[config.mk]
export PLATFORM = sky130hd
export DESIGN_NAME = pattern_inserter
export DESIGN_NICKNAME = d
export VERILOG_FILES = /design/src/rtl/pattern_pkg.sv /design/src/rtl/pattern_ctrl.sv /design/src/rtl/pattern_datapath.sv /design/src/rtl/pattern_inserter.sv
export SDC_FILE = /design/constraint.sdc
export NUM_CORES = 1
export LEC_CHECK = 0
export ABC_AREA = 1
export BUFFER_PORTS_ARGS = -buffer_cell sky130_fd_sc_hd__buf_2
export CORE_MARGIN = 2
export CORE_UTILIZATION = 38
export CTS_CLUSTER_SIZE = 8
export DETAILED_ROUTE_END_ITERATION = 12
export GPL_ROUTABILITY_DRIVEN = 0
export HOLD_SLACK_MARGIN = 0.03
export PLACE_DENSITY = 0.67
export SETUP_SLACK_MARGIN = 0.2
export SYNTH_ARGS = -nofsm -noshare
export SYNTH_HDL_FRONTEND = slang
export SYNTH_SLANG_ARGS = --single-unit
[constraint.sdc]
create_clock -name clk -period 1.8 [get_ports clk]
set_clock_uncertainty 0.05 [all_clocks]
set_input_delay 0.09 -clock clk [delete_from_list [all_inputs] [get_ports clk]]
set_output_delay 0.09 -clock clk [all_outputs]
set_load 0.02 [all_outputs]
[src/rtl/pattern_pkg.sv]
`timescale 1ns/1ps
package pattern_pkg;
  localparam int WORD_W = 18;
  localparam int MODE_W = 3;

  localparam logic [MODE_W-1:0] MODE_LIVE  = 3'b000;
  localparam logic [MODE_W-1:0] MODE_RAMP  = 3'b010;
  localparam logic [MODE_W-1:0] MODE_FIXED = 3'b011;

  // strobes from control to datapath
  typedef struct packed {
    logic takeLive;
    logic takeFixed;
    logic takeRamp;
    logic rampClear;
  } strobe_t;
endpackage

[src/rtl/pattern_ctrl.sv]
`timescale 1ns/1ps
module pattern_ctrl
  import pattern_pkg::*;
(
  input  logic              inValid,
  input  logic [MODE_W-1:0] modeSel,
  output strobe_t           strobes
);
  logic isRamp;
  logic isFixed;

  always_comb begin
    isRamp  = (modeSel == MODE_RAMP);
    isFixed = (modeSel == MODE_FIXED);
    strobes.takeRamp  = inValid && isRamp;
    strobes.takeFixed = inValid && isFixed;
    // live and every unused code share the passthrough path
    strobes.takeLive  = inValid && !isRamp && !isFixed;
    strobes.rampClear = !isRamp;
  end
endmodule

[src/rtl/pattern_datapath.sv]
`timescale 1ns/1ps
module pattern_datapath
  import pattern_pkg::*;
#(
  parameter int DATA_W = WORD_W
) (
  input  logic              clk,
  input  logic              rstN,
  input  strobe_t           strobes,
  input  logic              inValid,
  input  logic [DATA_W-1:0] inData,
  input  logic [DATA_W-1:0] patWord,
  output logic              outValid,
  output logic [DATA_W-1:0] outData
);
  logic [DATA_W-1:0] rampAcc;

  // ramp accumulator: holds the next word to emit, wraps naturally
  always_ff @(posedge clk) begin
    if (!rstN) begin
      rampAcc <= '0;
    end else if (strobes.rampClear) begin
      rampAcc <= '0;
    end else if (strobes.takeRamp) begin
      rampAcc <= rampAcc + patWord;
    end
  end

  always_ff @(posedge clk) begin
    if (!rstN) begin
      outValid <= 1'b0;
      outData  <= '0;
    end else begin
      outValid <= inValid;
      if (strobes.takeLive) begin
        outData <= inData;
      end else if (strobes.takeFixed) begin
        outData <= patWord;
      end else if (strobes.takeRamp) begin
        outData <= rampAcc;
      end
    end
  end
endmodule

[src/rtl/pattern_inserter.sv]
`timescale 1ns/1ps
module pattern_inserter
  import pattern_pkg::*;
#(
  parameter int DATA_W = WORD_W
) (
  input  logic              clk,
  input  logic              rstN,
  input  logic              inValid,
  input  logic [DATA_W-1:0] inData,
  input  logic [2:0]        modeSel,
  input  logic [DATA_W-1:0] patWord,
  output logic              outValid,
  output logic [DATA_W-1:0] outData
);
  strobe_t strobes;

  pattern_ctrl u_ctrl (
    .inValid (inValid),
    .modeSel (modeSel),
    .strobes (strobes)
  );

  pattern_datapath #(.DATA_W(DATA_W)) u_dp (
    .clk      (clk),
    .rstN     (rstN),
    .strobes  (strobes),
    .inValid  (inValid),
    .inData   (inData),
    .patWord  (patWord),
    .outValid (outValid),
    .outData  (outData)
  );
endmodule

==> impl_metrics.yaml <==
run_status:
  outcome: "complete, no violations"
setup_path:
  reg2reg_to: "u_dp.rampAcc[4]"
  rr_worst_depth: 10
  path_max_fanout: 3
  cp-start-kind: "flip-flop"
  worstPathArrival_ns: 1.93
  worstSetupEndpoint: "u_dp.rampAcc[4]"
  critPathRequiredTime_ns: 1.97
  r2r_setup_slack_ns: 0.04
  r2r_start: "u_dp.rampAcc[0]"
  cp-startpoint: "u_dp.rampAcc[0]"
  end_kind: "flip-flop"
  path_class: "reg2reg"
detailed_routing:
  drt-total-wl_mm: 7.784
  num_vias: 2992
  firstDrtPassIters: 5
  viasPerCell: 4.987
  routedWlPerCell_um: 12.97
  antenna_left: 0
  drc_errors: 0
  first_iter_violations: 197
hold_path:
  min_path_type: "in2reg"
synth:
  ys_ff_latch: 37
  yosysMostFrequentCell: "nand2_1"
  netlist_top_cells_area: "dfxtp_1 28%, nand2_1 14%, a21oi_1 13%"
  yosys.area.top_type_share: 0.2775
  syn_nets: 481
  synth-async-reset-ratio: 0
  synth_warnings: 0
  synth_edf_count: 0
  synth_seq_area_share: 0.2775
  synthTopCellsByCount: "98 x nand2_1, 70 x a21oi_1, 70 x inv_1"
  synth_area_um2: 2669
  synth.largest_area_cell: "dfxtp_1"
  synth_area_per_cell_um2: 6.339
  synth_cell_types: 31
  synthCells: 421
  synth_flop_cell: "dfxtp_1"
die:
  ioPinCount: 61
  core-area_um2: 6794
  start_util: 0.3928
  die_x_um: 87.81
  fp.dieArea_um2: 7710
  die_height_um: 87.81
  rows: 30
grt:
  grt_use_total: 0.1955
  grt_overflow: 0
  grt_max_degree: 32
  grt_pass1_vias: 2636
  grt_antenna_before_repair: 0
  grt_pass1_wl_mm: 11.97
power_and_ir_drop:
  leakage_nw: 1.877
  finalPower_mw: 1.919
  power_density_nw_per_um2: 515.9
  ir_worst_vdd_uv: 217.0
final_layout:
  regArea_um2: 754.5
  multi_input_area_um2: 1947
  area_growth_syn_to_layout_pct: 39.33
  diodes: 0
  nFillCells: 653
  finish.utilization: 0.5473
  fin_nets: 563
  drive_gt1_frac: 0.3333
timing:
  max-slew-margin-rel: 0.7608
  setup_viol: 0
  rsz0062_at_grt: "true"
  maxSlewViolCount: 0
  period_needed_ns: 1.757
  hold_violations: 0
  tightest_slew_ns: 0.3584
  fmax_mhz: 569.2
  finalCritPeriodShare: 0.9761
  holdWs_ns: 0.03011
clocking:
  clk_pin_slew_ns: 0.08
  cts_tree: "yes"
  ctsLongestPathBuffers: 2
  h-tree-depth: 2
  clock_latency_ns: 0.30
  cts_root_buffer: "clkbuf_8"
  cts_sinks: 37
  cts_buffers: 5
flow_run:
  maxCapViolCount: 0
place:
  io_buffers: 60
  post-dp-hpwl_mm: 5.494
==> per-stage QoR <==
step                      setup slack [ns]  area, µm²  setup TNS [ns]  cells
final                              0.04301       3719               0    600
after global routing              -0.08688       3719         -0.2489    600
after CTS                          0.04673       3540               0    599
after detailed placement          -0.04799       3178         -0.1303    580
after global placement            0.007990       3178               0    580
after floorplan                    0.07886       2696               0    421
==> logic make-up (layout without fill, tap and decap cells) <==
logic type	count (synthesis)	in the layout	share of synthesized area
simple gates	150	150	0.2414
xor+xnor	3	3	0.009847
flops	37	37	0.2775
fa+ha+maj	18	18	0.08720
compound gates	125	125	0.2550
buf+inv	88	171	0.1289
==> how the worst min path moves through the flow <==
stage | start | to | slack [ns] | depth (start not counted)
after global routing | inData[0] | u_dp.outData[0] | 0.04 | 3
after global placement | inData[0] | u_dp.outData[0] | 0.32 | 3
after CTS | inData[5] | u_dp.outData[5] | 0.03 | 3
final | inData[5] | u_dp.outData[5] | 0.03 | 3
after floorplan | modeSel[0] | u_dp.rampAcc[0] | 0.22 | 3
after detailed placement | inData[6] | u_dp.outData[6] | 0.33 | 3
==> state kept, by name, indices dropped and copies added, names as in the netlist <==
register,count
u_dp.rampAcc,18
u_dp.outData,18
u_dp.outValid,1
==> layout make-up <==
type | count | area share
clock buffer | 6 | 0.01952
inverter | 74 | 0.07470
clock inverter | 2 | 0.002692
tap | 96 | 0.03230
multi-input combinational | 296 | 0.5236
sequential | 37 | 0.2029
timing repair buffer | 89 | 0.1443
==> routing by layer <==
metal / vias up / GRT usage / share of wire
met3: 6 / 0.02639 / 0.043
met5: - / 0 / 0
met4: 0 / 0.05315 / 0.0099
met2: 71 / 0.3182 / 0.49
li1: 1544 / - / -
met1: 1371 / 0.2715 / 0.46
==> report_power, final <==
group,internal (mW),switching (mW)
logic,0.185,0.277
registers,0.854,0.0164
clock network,0.269,0.318
==> critical path, stage by stage, from the launching register on <==
cell	delay [ns]
dfxtp_2	0.35
ha_4	0.13
inv_2	0.03
fa_2	0.34
inv_2	0.07
nand2_2	0.06
o21ai_4	0.14
buf_4	0.12
inv_1	0.04
or2_4	0.22
a31oi_1	0.12
==> cell usage in the layout (no fill, tap or decap), types with 4 or more instances in the layout <==
cell type / n
a21oi_1: 64
a21oi_2: 4
buf_2: 60
buf_4: 22
clkbuf_8: 5
dfxtp_1: 26
dfxtp_2: 11
dlygate4sd3_1: 6
ha_4: 14
inv_1: 66
inv_2: 8
nand2_1: 82
nand2_2: 15
nand3_1: 18
nand3_2: 7
nor2_1: 11
o211ai_1: 18
o21ai_0: 28
==> repair_timing <==
action,CTS,global route
hold buffers,6,0
hold endpoints to repair,6,0
setup endpoints to repair,12,14
gates resized for setup,27,45
setup buffers,5,1
pin swaps,12,7
(Power assumes the default switching activity.)
